### config.mk
export PLATFORM = sky130hd
export DESIGN_NAME = fgpio_seq
export DESIGN_NICKNAME = d
export VERILOG_FILES = /design/src/rtl/fgpio_pkg.sv /design/src/rtl/fgpio_lane.sv /design/src/rtl/fgpio_ptr.sv /design/src/rtl/fgpio_ctrl.sv /design/src/rtl/fgpio_seq.sv
export SDC_FILE = /design/constraint.sdc
export NUM_CORES = 1
export LEC_CHECK = 0
export BUFFER_PORTS_ARGS = -buffer_cell sky130_fd_sc_hd__buf_2
export CAP_MARGIN = 20
export CORE_AREA = 2 2 160 162
export DETAILED_ROUTE_END_ITERATION = 12
export DIE_AREA = 0 0 162 164
export PLACE_DENSITY = 0.67
export SLEW_MARGIN = 20
export SYNTH_ARGS = -nofsm -noshare
export SYNTH_HDL_FRONTEND = slang
export SYNTH_HIERARCHICAL = 1
export SYNTH_SLANG_ARGS = --single-unit
### constraint.sdc
create_clock -name clk -period 3.5 [get_ports clk]
set_clock_uncertainty 0.1 [all_clocks]
set_input_delay 0.175 -clock clk [delete_from_list [all_inputs] [get_ports clk]]
set_output_delay 0.175 -clock clk [all_outputs]
set_load 0.005 [all_outputs]
### src/rtl/fgpio_pkg.sv
// fgpio_pkg: shared constants, state type and pin-map helpers for the
// frame-paced digital channel sequencer.
// Assumes 16 channels packed into a 32-bit word and two 32-bit banks.
package fgpio_pkg;

    localparam int CH_N    = 16;
    localparam int WORD_W  = 2 * CH_N;
    localparam int BANK_W  = 32;
    localparam int SEL_W   = $clog2(BANK_W);
    localparam int ENTRY_W = SEL_W + 2;   // {used, bank, pin bit}

    typedef enum logic [1:0] {
        ST_IDLE,
        ST_READ,
        ST_PROC,
        ST_WRITE
    } seq_state_t;

    // Build one map entry: used flag, bank (0 = A, 1 = B), pin bit.
    function automatic logic [ENTRY_W-1:0] pin(input bit used, input bit bank_b, input int b);
        logic [SEL_W-1:0] sel;
        sel = b[SEL_W-1:0];
        return {used, bank_b, sel};
    endfunction

    // Default channel-to-pin table.
    function automatic logic [CH_N*ENTRY_W-1:0] default_map();
        logic [CH_N*ENTRY_W-1:0] m;
        m = '0;
        m[ 0*ENTRY_W +: ENTRY_W] = pin(1'b1, 1'b1,  2);
        m[ 1*ENTRY_W +: ENTRY_W] = pin(1'b1, 1'b1,  3);
        m[ 2*ENTRY_W +: ENTRY_W] = pin(1'b1, 1'b1,  5);
        m[ 3*ENTRY_W +: ENTRY_W] = pin(1'b1, 1'b1,  4);
        m[ 4*ENTRY_W +: ENTRY_W] = pin(1'b1, 1'b0, 13);
        m[ 5*ENTRY_W +: ENTRY_W] = pin(1'b1, 1'b0, 12);
        m[ 6*ENTRY_W +: ENTRY_W] = pin(1'b1, 1'b0, 28);
        m[ 7*ENTRY_W +: ENTRY_W] = pin(1'b1, 1'b0, 18);
        m[ 8*ENTRY_W +: ENTRY_W] = pin(1'b1, 1'b0, 15);
        m[ 9*ENTRY_W +: ENTRY_W] = pin(1'b1, 1'b0, 14);
        m[10*ENTRY_W +: ENTRY_W] = pin(1'b1, 1'b0, 19);
        m[11*ENTRY_W +: ENTRY_W] = pin(1'b1, 1'b1,  1);
        m[12*ENTRY_W +: ENTRY_W] = pin(1'b1, 1'b1, 22);
        return m;
    endfunction

    // Mask of every bank bit owned by some channel, bank B in the upper half.
    function automatic logic [2*BANK_W-1:0] map_mask(input logic [CH_N*ENTRY_W-1:0] m);
        logic [2*BANK_W-1:0] r;
        logic [ENTRY_W-1:0]  e;
        r = '0;
        for (int i = 0; i < CH_N; i++) begin
            e = m[i*ENTRY_W +: ENTRY_W];
            if (e[ENTRY_W-1])
                r[int'(e[SEL_W]) * BANK_W + int'(e[SEL_W-1:0])] = 1'b1;
        end
        return r;
    endfunction

endpackage

### src/rtl/fgpio_lane.sv
// fgpio_lane: per-channel decision for one mapped channel.
// Takes the channel's direction and level bits plus the sampled pin level.
// Produces the output-enable bit (1 = input), the set and clear requests,
// and the level to write back. Assumes the caller has selected the pin.
module fgpio_lane (
    input  logic dir_i,
    input  logic lvl_i,
    input  logic samp_i,
    output logic oe_o,
    output logic set_o,
    output logic clr_o,
    output logic lvl_o
);

    // Pure combinational channel decision.
    always_comb begin
        oe_o  = dir_i;
        set_o = !dir_i && lvl_i;
        clr_o = !dir_i && !lvl_i;
        lvl_o = dir_i ? samp_i : lvl_i;
    end

endmodule

### src/rtl/fgpio_ptr.sv
// fgpio_ptr: frame pointer and per-buffer frame counter.
// The pointer reloads on restart (the second buffer adds BUF1_OFS) and
// otherwise steps by one 4-byte word per completed pass. full_o rises
// once FRAMES_MAX passes have been made since the last restart.
module fgpio_ptr #(
    parameter int                ADDR_W     = 20,
    parameter logic [ADDR_W-1:0] BASE_ADDR  = 20'h11000,
    parameter logic [ADDR_W-1:0] BUF1_OFS   = 20'h00400,
    parameter int                FRAMES_MAX = 256
) (
    input  logic              clk,
    input  logic              rst_n,
    input  logic              restart_i,
    input  logic              buf_sel_i,
    input  logic              step_i,
    output logic [ADDR_W-1:0] ptr_o,
    output logic              full_o
);

    localparam int CNT_W = $clog2(FRAMES_MAX + 1);

    logic [ADDR_W-1:0] ptr_q;
    logic [CNT_W-1:0]  cnt_q;

    // Pointer and count update; restart wins over a step in the same cycle.
    always_ff @(posedge clk) begin
        if (!rst_n) begin
            ptr_q <= BASE_ADDR;
            cnt_q <= '0;
        end else if (restart_i) begin
            ptr_q <= buf_sel_i ? (BASE_ADDR + BUF1_OFS) : BASE_ADDR;
            cnt_q <= '0;
        end else if (step_i) begin
            ptr_q <= ptr_q + ADDR_W'(4);
            cnt_q <= cnt_q + 1'b1;
        end
    end

    assign ptr_o  = ptr_q;
    assign full_o = (cnt_q == CNT_W'(FRAMES_MAX));

endmodule

### src/rtl/fgpio_ctrl.sv
// fgpio_ctrl: four-state pass sequencer (idle, read, process, write).
// Assumes memory data returns one cycle after the read strobe.
// start_i is honoured only in idle.
module fgpio_ctrl
    import fgpio_pkg::*;
(
    input  logic clk,
    input  logic rst_n,
    input  logic start_i,
    output logic rd_o,
    output logic cap_o,
    output logic wr_o,
    output logic busy_o
);

    seq_state_t st_q, st_n;

    // State register.
    always_ff @(posedge clk) begin
        if (!rst_n) st_q <= ST_IDLE;
        else        st_q <= st_n;
    end

    // Next-state decision.
    always_comb begin
        st_n = st_q;
        case (st_q)
            ST_IDLE:  if (start_i) st_n = ST_READ;
            ST_READ:  st_n = ST_PROC;
            ST_PROC:  st_n = ST_WRITE;
            ST_WRITE: st_n = ST_IDLE;
            default:  st_n = ST_IDLE;
        endcase
    end

    // State-decoded strobes.
    always_comb begin
        rd_o   = (st_q == ST_READ);
        cap_o  = (st_q == ST_PROC);
        wr_o   = (st_q == ST_WRITE);
        busy_o = (st_q != ST_IDLE);
    end

endmodule

### src/rtl/fgpio_seq.sv
// fgpio_seq: frame-paced two-bank digital channel sequencer (top).
// Per accepted trigger it reads one frame word, derives the bank
// output-enable, set and clear words, merges the sampled inputs into the
// word, and writes the word back in place.
// Assumes a 1-cycle read latency and bank inputs stable in the process cycle.
module fgpio_seq
    import fgpio_pkg::*;
#(
    parameter int                         ADDR_W     = 20,
    parameter logic [ADDR_W-1:0]          BASE_ADDR  = 20'h11000,
    parameter logic [ADDR_W-1:0]          BUF1_OFS   = 20'h00400,
    parameter int                         FRAMES_MAX = 256,
    parameter logic [CH_N*ENTRY_W-1:0]    PIN_MAP    = fgpio_pkg::default_map()
) (
    input  logic              clk,
    input  logic              rst_n,
    input  logic              dig_en,
    input  logic              xact_go,
    input  logic [1:0]        xact_cnt_lo,
    input  logic              frame_restart,
    input  logic              buf_sel,
    output logic              mem_rd_en,
    output logic              mem_wr_en,
    output logic [ADDR_W-1:0] mem_addr,
    output logic [WORD_W-1:0] mem_wdata,
    input  logic [WORD_W-1:0] mem_rdata,
    input  logic [BANK_W-1:0] bka_oe_rd,
    input  logic [BANK_W-1:0] bkb_oe_rd,
    input  logic [BANK_W-1:0] bka_din,
    input  logic [BANK_W-1:0] bkb_din,
    output logic [BANK_W-1:0] bka_oe,
    output logic [BANK_W-1:0] bka_set,
    output logic [BANK_W-1:0] bka_clr,
    output logic [BANK_W-1:0] bkb_oe,
    output logic [BANK_W-1:0] bkb_set,
    output logic [BANK_W-1:0] bkb_clr,
    output logic              bank_wr,
    output logic              busy,
    output logic              done
);

    localparam int                  BB_W     = 2 * BANK_W;
    localparam logic [BB_W-1:0]     MAP_MASK = fgpio_pkg::map_mask(PIN_MAP);

    logic              rd, cap, wr, start, ptr_full;
    logic [ADDR_W-1:0] ptr, addr_q;
    logic [BB_W-1:0]   din_all, oe_rd_all;
    logic [BB_W-1:0]   ch_oe  [CH_N];
    logic [BB_W-1:0]   ch_set [CH_N];
    logic [BB_W-1:0]   ch_clr [CH_N];
    logic [CH_N-1:0]   lvl_new;
    logic [BB_W-1:0]   acc_oe, acc_set, acc_clr, oe_next;
    logic [WORD_W-1:0] word_q;
    logic [BB_W-1:0]   oe_q, set_q, clr_q;

    assign start     = xact_go && dig_en && (xact_cnt_lo == 2'b00) && !ptr_full;
    assign din_all   = {bkb_din, bka_din};
    assign oe_rd_all = {bkb_oe_rd, bka_oe_rd};

    fgpio_ctrl u_ctrl (
        .clk     (clk),
        .rst_n   (rst_n),
        .start_i (start),
        .rd_o    (rd),
        .cap_o   (cap),
        .wr_o    (wr),
        .busy_o  (busy)
    );

    fgpio_ptr #(
        .ADDR_W     (ADDR_W),
        .BASE_ADDR  (BASE_ADDR),
        .BUF1_OFS   (BUF1_OFS),
        .FRAMES_MAX (FRAMES_MAX)
    ) u_ptr (
        .clk       (clk),
        .rst_n     (rst_n),
        .restart_i (frame_restart),
        .buf_sel_i (buf_sel),
        .step_i    (wr),
        .ptr_o     (ptr),
        .full_o    (ptr_full)
    );

    // One lane per mapped channel; unmapped channels pass their bits through.
    for (genvar ch = 0; ch < CH_N; ch++) begin : g_ch
        localparam logic [ENTRY_W-1:0] ENT = PIN_MAP[ch*ENTRY_W +: ENTRY_W];
        if (ENT[ENTRY_W-1]) begin : g_pin
            localparam int            POS = int'(ENT[SEL_W]) * BANK_W + int'(ENT[SEL_W-1:0]);
            localparam logic [BB_W-1:0] HIT = BB_W'(1) << POS;
            logic en_b, set_b, clr_b;
            fgpio_lane u_lane (
                .dir_i  (mem_rdata[ch]),
                .lvl_i  (mem_rdata[CH_N+ch]),
                .samp_i (din_all[POS]),
                .oe_o   (en_b),
                .set_o  (set_b),
                .clr_o  (clr_b),
                .lvl_o  (lvl_new[ch])
            );
            assign ch_oe[ch]  = en_b  ? HIT : '0;
            assign ch_set[ch] = set_b ? HIT : '0;
            assign ch_clr[ch] = clr_b ? HIT : '0;
        end else begin : g_nopin
            assign ch_oe[ch]    = '0;
            assign ch_set[ch]   = '0;
            assign ch_clr[ch]   = '0;
            assign lvl_new[ch]  = mem_rdata[CH_N+ch];
        end
    end

    // Merge lane contributions; set and clear masks start from zero every pass.
    always_comb begin
        acc_oe  = '0;
        acc_set = '0;
        acc_clr = '0;
        for (int i = 0; i < CH_N; i++) begin
            acc_oe  = acc_oe  | ch_oe[i];
            acc_set = acc_set | ch_set[i];
            acc_clr = acc_clr | ch_clr[i];
        end
        oe_next = (oe_rd_all & ~MAP_MASK) | acc_oe;
    end

    // Capture the access address at read and the pass results at process.
    always_ff @(posedge clk) begin
        if (!rst_n) begin
            addr_q <= '0;
            word_q <= '0;
            oe_q   <= '0;
            set_q  <= '0;
            clr_q  <= '0;
        end else begin
            if (rd) addr_q <= ptr;
            if (cap) begin
                word_q <= {lvl_new, mem_rdata[CH_N-1:0]};
                oe_q   <= oe_next;
                set_q  <= acc_set;
                clr_q  <= acc_clr;
            end
        end
    end

    assign mem_rd_en = rd;
    assign mem_wr_en = wr;
    assign mem_addr  = rd ? ptr : addr_q;
    assign mem_wdata = word_q;
    assign bka_oe    = oe_q[BANK_W-1:0];
    assign bkb_oe    = oe_q[BB_W-1:BANK_W];
    assign bka_set   = set_q[BANK_W-1:0];
    assign bkb_set   = set_q[BB_W-1:BANK_W];
    assign bka_clr   = clr_q[BANK_W-1:0];
    assign bkb_clr   = clr_q[BB_W-1:BANK_W];
    assign bank_wr   = wr;
    assign done      = wr;

endmodule

# Word level (Yosys, flattened, before mapping)
# Index checks and enable logic that the tools add are counted.
word_totals:
  register_bits: 275
  inputBits: 168
  wordCells: 172
  out_inout_bits: 249
classes:
  mux: 58
  n_reduce_logical: 61
  n_eq_ne: 5
  add_sub_neg: 2
  bitwise_logic: 38
ops:
  columns: ["cell", "n"]
  rows:
  - ["55-bit 2-to-1 mux", 3]
  - ["38-bit by 55-bit bitwise OR with 55-bit output", 3]
  - ["20-bit 2-to-1 mux", 6]
  - ["38-bit 2-to-1 mux", 3]
  - ["36-bit by 38-bit bitwise OR with 38-bit output", 3]
  - ["38-bit by 13-bit bitwise OR with 38-bit output", 3]
  - ["38-bit by 14-bit bitwise OR with 38-bit output", 3]
  - ["38-bit by 15-bit bitwise OR with 38-bit output", 3]
  - ["38-bit by 16-bit bitwise OR with 38-bit output", 3]
  - ["38-bit by 19-bit bitwise OR with 38-bit output", 3]
  - ["38-bit by 20-bit bitwise OR with 38-bit output", 3]
  - ["38-bit by 29-bit bitwise OR with 38-bit output", 3]
  - ["38-bit by 34-bit bitwise OR with 38-bit output", 3]
  - ["38-bit by 37-bit bitwise OR with 38-bit output", 3]
  - ["37-bit 2-to-1 mux", 3]
  - ["36-bit 2-to-1 mux", 3]
  - ["35-bit by 36-bit bitwise OR with 36-bit output", 3]
  - ["35-bit 2-to-1 mux", 3]
  - ["34-bit 2-to-1 mux", 3]
  - ["29-bit 2-to-1 mux", 3]
  - ["64-bit by 55-bit bitwise OR with 64-bit output", 1]
  - ["19-bit 2-to-1 mux", 3]
  - ["16-bit 2-to-1 mux", 3]
  - ["15-bit 2-to-1 mux", 3]
  - ["18 further kinds", 91]

# Longest topological paths before layout
# Gate-level depths: netlist (run 1).
depth:
  depth_word: 15
  depth_mapped: 8
  mapped_depth_nobuf: 8

# Cells and area by module
# The synthesis (run 1) kept the hierarchy.
modules_own_cells:
  columns: ["mod", "cells_each", "n_inst", "area_per_inst_um2", "seq_area_each_um2"]
  rows:
  - ["fgpio_seq", 564, 1, 6212.2, 2842.7]
  - ["fgpio_ptr", 143, 1, 1288.7, 540.5]
  - ["fgpio_lane", 4, 13, 35.0, 0.0]
  - ["fgpio_ctrl", 16, 1, 161.4, 40.0]

# Worst setup path after synthesis (run 1)
# No wires, ideal clock.
synth_timing:
  path_kind: "reg2reg"
  startpoint: "reg u_ctrl.st_q[0]"
  endpoint: "reg u_ptr.ptr_q[16] (netlist: u_ptr/ptr_o[16])"
  setup_ns: 0.127
  stages_incl_launch_ff: 7
  t_required_ns: 3.273
  path_buffers: 1
  setup_slack_ns: 1.790
  synth_period_minus_slack_ns: 1.710
  arrival_time_ns: 1.483
  path_cell_list: "dfxtp_1 -> ha_1 -> buf_6 -> nand4_2 -> nor4_1 -> xnor2_1 -> nand2_1"
synth_via:
  elab_chain_cells: 2
synth_rtl:
  columns: ["element", "line_no", "rtl"]
  rows:
  - ["from (decl)", "fgpio_ctrl.sv:16", "seq_state_t st_q, st_n;"]
  - ["from (signal assigned)", "fgpio_ctrl.sv:21", "else st_q <= st_n;"]
  - ["2-bit equality test", "fgpio_ctrl.sv:40", "wr_o = (st_q == ST_WRITE);"]
  - ["net bank_wr", "fgpio_seq.sv:37", "output logic bank_wr,"]
  - ["2-bit nonzero test (no line)", null, null]
  - ["to (signal assigned)", "fgpio_ptr.sv:31", "ptr_q <= buf_sel_i ? (BASE_ADDR + BUF1_OFS) : BASE_ADDR;"]
  - ["to (signal assigned)", "fgpio_ptr.sv:34", "ptr_q <= ptr_q + ADDR_W'(4);"]
  - ["to (decl)", "fgpio_ptr.sv:22", "logic [ADDR_W-1:0] ptr_q;"]
# The timed path passes the listed nets, and every way through them passes these cells.
# A chain may end at the register's enable or synchronous reset.

# Final worst setup path (run 1)
layout_timing:
  startpoint: "reg u_ctrl.st_q[1]"
  endpoint: "out mem_addr[11]"
layout_via:
  elab_chain_cells: 2
layout_rtl:
  columns: ["element", "line_no", "rtl"]
  rows:
  - ["2-bit by 1-bit equality test with 1-bit output", "fgpio_ctrl.sv:38", "rd_o = (st_q == ST_READ);"]
  - ["20-bit 2-to-1 mux", "fgpio_seq.sv:146", "assign mem_addr = rd ? ptr : addr_q;"]
  - ["to (decl)", "fgpio_seq.sv:24", "output logic [ADDR_W-1:0] mem_addr,"]
# No other way between the ends.

==> out/metrics.csv, run 1 <==
metric,value,unit
globalplace.congestion,0.772,
most-common-layout-cells,"sky130_fd_sc_hd__buf_2 (249), sky130_fd_sc_hd__dfxtp_1 (171), sky130_fd_sc_hd__mux2i_1 (126)",
worst_setup_path_startpoint,u_ctrl/st_q[1],
ff2ff_setup_slack,1.25,ns
power.ir.vdd_worst,0.289,mV
max_stage_delay,0.84,ns
globalRoute.busiestLayer,met2,
primary_ff_master_synth,sky130_fd_sc_hd__dfxtp_1,
cts_root_buf,sky130_fd_sc_hd__clkbuf_16,
cap_viol_max_count,0,
maxSlewViolCount,0,
synth_largest_area_cell,sky130_fd_sc_hd__dfxtp_1,
postSynthRegisterBits,171,
critPathKind,register to output port,
tcrit_tclk_final,0.738,
die_h,164,um
static-leakage-power,0.00448,uW
post-route-worst-setup-slack,0.916,ns
clock_latency,0.41,ns
htree_levels,4,
finalNetCount,1244,
status,"finished, final reports clean",
timing.setup.tns,0,ns
synth-seq-area-share,0.422,
place.detailed.hpwl,12400,um
timing.final.crit_period,2.58,ns
pin_count,417,
grt.met1_usage,0.160,
yosys-top-cells-area,"sky130_fd_sc_hd__dfxtp_1 (42%), sky130_fd_sc_hd__mux2i_1 (16%), sky130_fd_sc_hd__buf_4 (11%)",
yosysWarningCount,6,
routed_wl,18300,um
critical_path.top_delay_family,adder cells,
row_count,58,
netlist_instances,775,
setup.worst_path.start_class,register,
fmaxAchievable,387,MHz
final_cell_count_no_fill,1412,
worstHoldPathType,input port to register,
critical_path_arrival,2.31,ns
initial_core_util,0.327,
groute.usage.overall,0.129,
fillers,2452,
cp.required,3.22,ns
crit_path_max_fanout,21,
placedCellCount,1306,
syn-mean-instance-area,10.5,sq um
comb_power_share,0.245,
timing.critical_path.to_type,output port,
drive_above_1_share,0.312,
globalRouteMet3Util,0.0391,
core_area,24800,sq um
worstPathBufferInverterCount,2,
post_detailed_route_drc_marker_count,0,
first_iter_violations,243,
post-cts-setup-buffers,0,
antenna_left,0,
tritoncts,built,
detail_route.wl_per_cell,13.0,um
syn2layout_area_growth,27.4,%
grt_start_max_net_pins,98,
crit_path_top_delay_cell,sky130_fd_sc_hd__ha_1,
overflow,0,
grt_first_pass_wirelength,27500,um
die_area,26600,sq um
power.density_cell_area,523,nW/um^2
clkSinkCount,171,
rsz0062_at_grt,no,
most_common_library_cell_in_the_layout_ignoring_fill_and_taps,sky130_fd_sc_hd__buf_2,
cells_resized_by_post_cts_repair,0,
die_w,162,um
synth-async-reset-ratio,0,
clock_tree.buffer_depth,2,
pre_cts_ws,1.26,ns
synth_top_cell_area_share,0.422,
grt_antenna_before_repair,1,
finalHoldViolations,0,
cts_inserted_buffers,17,
distinct_cell_type_count_of_the_synthesized_netlist,39,
num_vias,5742,
gr-usage-met2,0.215,
internal-power,3800,uW
worst_r2r_startpoint,u_ctrl/st_q[1],
power_frac_clock,0.338,
drt_first_pass_iters,4,
netlist_area,8120,sq um
synth-edff-count,0,
hold_path_startpoint,mem_rdata[27],
max_slew.worst_pin.slew,1.03,ns
finalSetupViolations,0,
pwr-share-seq,0.417,
routed_via_density,4.07,
clkTransAtPathRegs,0.07,ns
io_buffer_count,250,
cp_cell_sequence,inv_1 -> ha_1 -> mux2_2 -> buf_2,
net-switching-power,1620,uW
max-slew-margin-rel,0.311,
grt_pass1_vias,5279,
power.share.switching,0.299,
worst reg2reg max path, stage by stage (launching register included):
cell and delay [ns]:
sky130_fd_sc_hd__dfxtp_1 0.42, sky130_fd_sc_hd__ha_1 0.56, sky130_fd_sc_hd__and4_1 0.45, sky130_fd_sc_hd__nand3_4 0.14, sky130_fd_sc_hd__or3_1 0.37, sky130_fd_sc_hd__a21oi_1 0.13
logic make-up after synthesis:
kind of cell | Yosys count | synth area share
AOI/OAI and AO/OA | 14 | 0.00956
xor gates and xnor gates | 18 | 0.0194
adders and majority gates | 8 | 0.0123
buffers and inverters | 162 | 0.149
DFF | 171 | 0.422
muxes | 159 | 0.207
other | 2 | 0.000925
and+or+nand+nor | 241 | 0.180
synthesized netlist by cell type, types with 8 or more instances:
| library cell | instances |
|---|---|
| sky130_fd_sc_hd__mux2i_1 | 126 |
| sky130_fd_sc_hd__nor2b_1 | 124 |
| sky130_fd_sc_hd__nand2_1 | 15 |
| sky130_fd_sc_hd__mux2_2 | 20 |
| sky130_fd_sc_hd__xor2_1 | 8 |
| sky130_fd_sc_hd__dfxtp_1 | 171 |
| sky130_fd_sc_hd__xnor2_1 | 10 |
| sky130_fd_sc_hd__clkbuf_1 | 15 |
| sky130_fd_sc_hd__buf_8 | 9 |
| sky130_fd_sc_hd__mux2_4 | 13 |
| sky130_fd_sc_hd__and2b_2 | 13 |
| sky130_fd_sc_hd__and2_1 | 20 |
| sky130_fd_sc_hd__ha_1 | 8 |
| sky130_fd_sc_hd__buf_4 | 124 |
| sky130_fd_sc_hd__nor2_1 | 33 |
| sky130_fd_sc_hd__nand4_1 | 9 |
repair_timing:
item                       CTS  global route
hold buffers                73             0
setup endpoints to repair    0             0
hold endpoints to repair    82             0
power groups by stage:
stage               clock network [uW]  registers (uW)  logic [uW]
floorplan                            0            2310         978
global placement                     0            2290        1250
detailed placement                   0            2300        1270
CTS                               1910            2250        1340
global route                      1990            2280        1460
finish                            1830            2260        1330
stage by stage:
step	util	cell area [sq um]	hold slack [ns]	total power [uW]
after floorplan	-	8500	0.203	3290
after global placement	0.364	9040	0.332	3540
after detailed placement	0.364	9040	0.340	3570
after CTS	0.417	10300	0.00440	5510
after global routing	0.417	10300	0.0168	5730
final	0.417	10300	0.0278	5410
state kept, by name (all words and copies together) (netlist names):
signal	count
oe_q	64
u_ptr/ptr_o	18
mem_wdata	32
u_ptr/cnt_q	9
u_ctrl/st_q	2
set_q	13
clr_q	13
addr_q	20
per-layer routing:
layer  wire, um  vias to the layer above
li1           -                     2912
met1       8190                     2627
met4        278                        0
met3       1310                       16
met5          0                        -
met2       8520                      187
final cells by class:
type / count / area [sq um] / share of cell area
repair buffers: 327 / 2030 / 0.196
multi-input cells: 544 / 3880 / 0.375
clock buffers: 18 / 429 / 0.0415
diodes: 1 / 2.50 / 0.000242
clock inverters: 14 / 143 / 0.0138
inverters: 7 / 26.3 / 0.00254
well taps: 330 / 413 / 0.0399
flip-flops and latches: 171 / 3420 / 0.331
path summary, 6_finish.rpt:
kind	to	depth (start not counted)
setup reg to reg	u_ptr/ptr_o[15]	5
hold / removal	clr_q[33]	4
hold reg to reg	u_ptr/ptr_o[19]	2
setup / recovery	mem_addr[11]	4
Note: power is estimated with default switching activity, not from simulation.
==> inputs of run 2 (changes only) <==
--- a/config.mk
+++ b/config.mk
@@ -7,10 +7,10 @@
 export LEC_CHECK = 0
 export BUFFER_PORTS_ARGS = -buffer_cell sky130_fd_sc_hd__buf_2
 export CAP_MARGIN = 20
-export CORE_AREA = 2 2 160 162
+export CORE_AREA = 2 2 162 164
 export DETAILED_ROUTE_END_ITERATION = 12
-export DIE_AREA = 0 0 162 164
-export PLACE_DENSITY = 0.67
+export DIE_AREA = 0 0 164 166
+export PLACE_DENSITY = 0.66
 export SLEW_MARGIN = 20
 export SYNTH_ARGS = -nofsm -noshare
 export SYNTH_HDL_FRONTEND = slang
==> constraint.sdc (replaced) <==
create_clock -name clk -period 2.53 [get_ports clk]
set_clock_uncertainty 0.1 [all_clocks]
set_input_delay 0.1265 -clock clk [delete_from_list [all_inputs] [get_ports clk]]
set_output_delay 0.1265 -clock clk [all_outputs]
set_load 0.005 [all_outputs]
==> run 2 against run 1 <==
Effect of this change:
- non-clock buffer count grew 31
- global-route usage grew 0.060 points
- first-iteration DRC count fell by 14%
- die area grew 2.5%
- critical path depth rose by 1
- sequential share of layout area down 1.1 points
- sequential power increased by 38%
- worst setup slack got worse by 0.47 ns
- final cell count increased by 2.5%
- via count up 2.4%
- total power increased by 43%
- critical path type unchanged
- highest routed layer unchanged
==> out/metrics.csv, run 2 (synthesized netlist as in run 1, its figures left out) <==
metric,value,unit
clkTransAtPathRegs,0.07,ns
core_area,25600,sq um
setup.worst_path.start_class,register,
globalplace.congestion,0.786,
pre_cts_ws,0.654,ns
place.detailed.hpwl,12400,um
power.ir.vdd_worst,0.389,mV
finish.instance_area,10700,sq um
drt_first_pass_iters,4,
num_vias,5881,
cp.required,2.30,ns
syn2layout_area_growth,31.6,%
die_area,27200,sq um
cts_hold_buf,96,
groute.usage.overall,0.130,
maxSlewViolCount,0,
tritoncts,built,
antenna_left,0,
largest_register_ffs,64,
hold_path_startpoint,rst_n,
worstReg2RegEnd,u_ptr/ptr_o[15],
clkSinkCount,171,
regMostFlops,oe_q,
post-route-worst-setup-slack,0.444,ns
critPathKind,register to output port,
io_buffer_count,250,
worstHoldPathType,input port to register,
routed_wl,18300,um
finalNetCount,1275,
critical_path_arrival,1.86,ns
timing.setup.tns,0,ns
post_detailed_route_drc_marker_count,0,
timing.final.crit_period,2.09,ns
first_iter_violations,208,
timing.critical_path.to_type,output port,
cts_root_buf,sky130_fd_sc_hd__clkbuf_16,
finalSetupViolations,0,
rsz0062_at_grt,no,
most-common-layout-cells,"sky130_fd_sc_hd__buf_2 (249), sky130_fd_sc_hd__dfxtp_1 (171), sky130_fd_sc_hd__mux2i_1 (126)",
power.density_cell_area,723,nW/um^2
cts_inserted_buffers,17,
ff2ff_setup_slack,0.64,ns
min_delay_worst_endpoint,u_ctrl/st_q[0],
hold_depth,2,
row_count,59,
routed_via_density,4.06,
status,"finished, final reports clean",
die_w,164,um
multi_input_comb_area,3880,sq um
htree_levels,4,
clock_latency,0.42,ns
pin_count,417,
most_common_library_cell_in_the_layout_ignoring_fill_and_taps,sky130_fd_sc_hd__buf_2,
fmaxAchievable,479,MHz
worst_setup_path_startpoint,u_ctrl/st_q[1],
drive_above_1_share,0.311,
cap_viol_max_count,0,
ff_latch_area,3420,sq um
finalHoldViolations,0,
fillers,2476,
final_core_utilization,0.417,
post-cts-setup-buffers,0,
grt_first_pass_wirelength,28400,um
detail_route.wl_per_cell,12.7,um
static-leakage-power,0.00463,uW
overflow,0,
grt_pass1_vias,5591,
worst_r2r_startpoint,u_ctrl/st_q[1],
cells_resized_by_post_cts_repair,0,
placedInstanceArea,9120,sq um
clock_tree.buffer_depth,2,
grt_start_max_net_pins,63,
die_h,166,um
reg2regPathDepth,5,
initial_core_util,0.317,
crit_path_max_fanout,21,
grt_antenna_before_repair,1,
tcrit_tclk_final,0.825,
[run 2: changes by cell type in the layout (fill, tap and decap cells not counted), sizes merged]
cell and delta:
clkinvlp +1, clkbuf -1, inv -1, dlygate4sd3 +23, buf +8, bufinv +2, clkinv -2
[run 2: per-layer routing]
metal / vias up / wire length [um] / global-route usage
met5: - / 0 / 0
met4: 0 / 235 / 0.0370
met3: 16 / 1320 / 0.0400
met2: 184 / 8840 / 0.228
met1: 2704 / 7930 / 0.151
li1: 2977 / - / -
[run 2: worst max path at each step]
stage                 endpoint  slack (ns)  depth (start not counted)
6_report          mem_addr[15]        0.44                          5
5_1_grt           mem_addr[12]        0.34                          5
4_1_cts           mem_addr[12]        0.41                          5
3_5_place_dp   u_ptr/ptr_o[19]        0.65                          5
3_3_place_gp   u_ptr/ptr_o[15]        0.67                          5
2_1_floorplan  u_ptr/ptr_o[16]        0.82                          6
[run 2: final cells by class]
cell class	count	area share
Clock buffer	17	0.0398
Multi-Input combinational cell	544	0.363
Inverter	7	0.00246
Antenna cell	1	0.000234
Tap cell	335	0.0392
Clock inverter	14	0.0166
Sequential cell	171	0.320
Timing Repair Buffer	358	0.218
[run 2: stage by stage]
stage	cells	hold slack, ns	total power (uW)
after floorplan	877	0.155	4550
after global placement	1319	0.283	4950
after detailed placement	1319	0.290	4980
after CTS	1446	0.00271	7840
after global routing	1447	0.0201	8160
final	1447	0.0192	7720
[run 2: power by group]
group	total [uW]	internal (uW)	switching [uW]
Clock	2690	1500	1190
Combinational	1910	1000	909
Sequential	3120	2980	142
[run 2: critical path: stages (launching register included)]
cell and delay (ns):
sky130_fd_sc_hd__dfxtp_1 0.36, sky130_fd_sc_hd__inv_1 0.12, sky130_fd_sc_hd__ha_1 0.15, sky130_fd_sc_hd__buf_4 0.28, sky130_fd_sc_hd__mux2_2 0.38, sky130_fd_sc_hd__buf_2 0.14
==> inputs of run 3 (changes only) <==
==> constraint.sdc (replaced) <==
create_clock -name clk -period 2.05 [get_ports clk]
set_clock_uncertainty 0.1 [all_clocks]
set_input_delay 0.1025 -clock clk [delete_from_list [all_inputs] [get_ports clk]]
set_output_delay 0.1025 -clock clk [all_outputs]
set_load 0.005 [all_outputs]
==> run 3 against run 2 <==
Effect of this change:
- via count rose by 0.14%
- sequential cell count did not move
- cell area rose by 1.1%
- clock-buffer cell count grew 1
- wire length increased by 2.4%
- critical path depth is the same
- combinational power increased by 30%
- core utilization grew 0.44 points
- largest power group unchanged
- highest routed layer unchanged
==> out/metrics.csv, run 3 (synthesized netlist as in run 1, its figures left out) <==
metric,value,unit
status,"finished, final reports clean",
first_iter_violations,218,
rsz0062_at_grt,no,
routed_via_density,4.05,
timing.critical_path.to_type,output port,
drt_first_pass_iters,4,
critical_path_arrival,1.74,ns
most_common_library_cell_in_the_layout_ignoring_fill_and_taps,sky130_fd_sc_hd__buf_2,
pin_count,417,
ff2ff_setup_slack,0.20,ns
finalHoldViolations,0,
clock_tree.buffer_depth,2,
finish.instance_area,10800,sq um
post_detailed_route_drc_marker_count,0,
route.top_layer_used,met4,
grt_start_max_net_pins,79,
most-common-layout-cells,"sky130_fd_sc_hd__buf_2 (249), sky130_fd_sc_hd__dfxtp_1 (170), sky130_fd_sc_hd__mux2i_1 (126)",
clock_latency,0.41,ns
worstReg2RegEnd,u_ctrl/st_q[1],
worstHoldPathType,input port to register,
placedCellCount,1321,
final_cell_count_no_fill,1454,
routed_wl,18800,um
die_area,27200,sq um
route.layer.met1.wl,8140,um
cp.required,1.85,ns
antenna_left,0,
cap_viol_max_count,0,
max-slew-margin-rel,0.630,
regMostFlops,oe_q,
tcrit_tclk_final,0.945,
detail_route.wl_per_cell,12.9,um
hold_path_startpoint,xact_cnt_lo[0],
max_slew.worst_pin.slew,0.555,ns
critPathKind,register to output port,
setup.worst_path.start_class,register,
antennaDiodeCount,0,
static-leakage-power,0.00467,uW
min_delay_worst_endpoint,u_ctrl/st_q[0],
met2_wirelength,9030,um
reg2regPathDepth,8,
grt_antenna_before_repair,0,
power.ir.vdd_worst,0.461,mV
syn2layout_area_growth,33.0,%
cts_root_buf,sky130_fd_sc_hd__clkbuf_16,
groute.usage.overall,0.130,
cts_inserted_buffers,17,
largest_register_ffs,64,
place.detailed.hpwl,12500,um
row_count,59,
clkTransAtPathRegs,0.07,ns
tritoncts,built,
grt_pass1_vias,5583,
die_h,166,um
hold_depth,5,
globalplace.congestion,0.772,
fmaxAchievable,516,MHz
final_core_utilization,0.421,
finalSetupViolations,0,
timing.final.crit_period,1.94,ns
power.density_cell_area,878,nW/um^2
placedInstanceArea,9170,sq um
initial_core_util,0.317,
drive_above_1_share,0.313,
num_vias,5889,
clkSinkCount,171,
core_area,25600,sq um
maxSlewViolCount,0,
met3_length,1390,um
overflow,0,
io_buffer_count,250,
die_w,164,um
htree_levels,4,
grt_first_pass_wirelength,28400,um
crit_path_max_fanout,10,
worst_r2r_startpoint,u_ptr/cnt_q[0],
timing.setup.tns,0,ns
finalNetCount,1282,
run 3: where the power goes:
group / internal (uW) / total (uW) / switching [uW] / leakage [uW]
clock: 1630 / 3140 / 1510 / 0.000279
combinational: 1330 / 2490 / 1150 / 0.00301
sequential: 3680 / 3860 / 179 / 0.00138
total: 6640 / 9480 / 2840 / 0.00467
run 3: per-stage QoR:
step	total power, uW	setup slack, ns	hold slack, ns
finish	9480	0.112	0.0708
global route	10000	0.0178	0.107
CTS	9540	0.0147	0.0385
detailed placement	6180	0.210	0.266
global placement	6130	0.253	0.259
floorplan	5610	0.340	0.131
run 3: final cells by class:
class / count / area, sq um
fill: 2470 / 14800
multi-input combinational: 544 / 3890
sequential: 171 / 3420
timing repair buffer: 365 / 2460
clock buffer: 18 / 429
tap: 335 / 419
clock inverter: 14 / 146
inverter: 7 / 26.3
run 3: critical path, cell delays in order, from the launching register on:
cell and delay [ns]:
sky130_fd_sc_hd__dfxtp_2 0.35, sky130_fd_sc_hd__inv_1 0.14, sky130_fd_sc_hd__ha_4 0.19, sky130_fd_sc_hd__clkbuf_16 0.17, sky130_fd_sc_hd__mux2_2 0.34, sky130_fd_sc_hd__buf_2 0.13
run 3: worst max path at each step:
stage	start	to	slack, ns	cells after the start
detailed placement	u_ptr/cnt_q[0]	u_ctrl/st_q[1]	0.21	8
floorplan	u_ctrl/st_q[0]	u_ptr/ptr_o[16]	0.34	6
CTS	u_ctrl/st_q[1]	mem_addr[13]	0.01	5
finish	u_ctrl/st_q[1]	mem_addr[16]	0.11	5
global placement	u_ptr/cnt_q[0]	u_ctrl/st_q[1]	0.25	8
global route	u_ctrl/st_q[1]	mem_addr[16]	0.02	5
run 3: timing repair:
action                                  4_1_cts  5_1_grt
setup buffers                                 0        0
hold endpoints to repair                    121        0
cloned                                        0        1
hold buffers                                100        0
gates resized for setup                       1        5
endpoints found under the setup margin       20       20
run 3: layer usage:
metal | global-route usage | vias up
met4 | 0.0347 | 0
met3 | 0.0397 | 15
met2 | 0.227 | 177
met5 | 0 | -
met1 | 0.153 | 2701
li1 | - | 2996
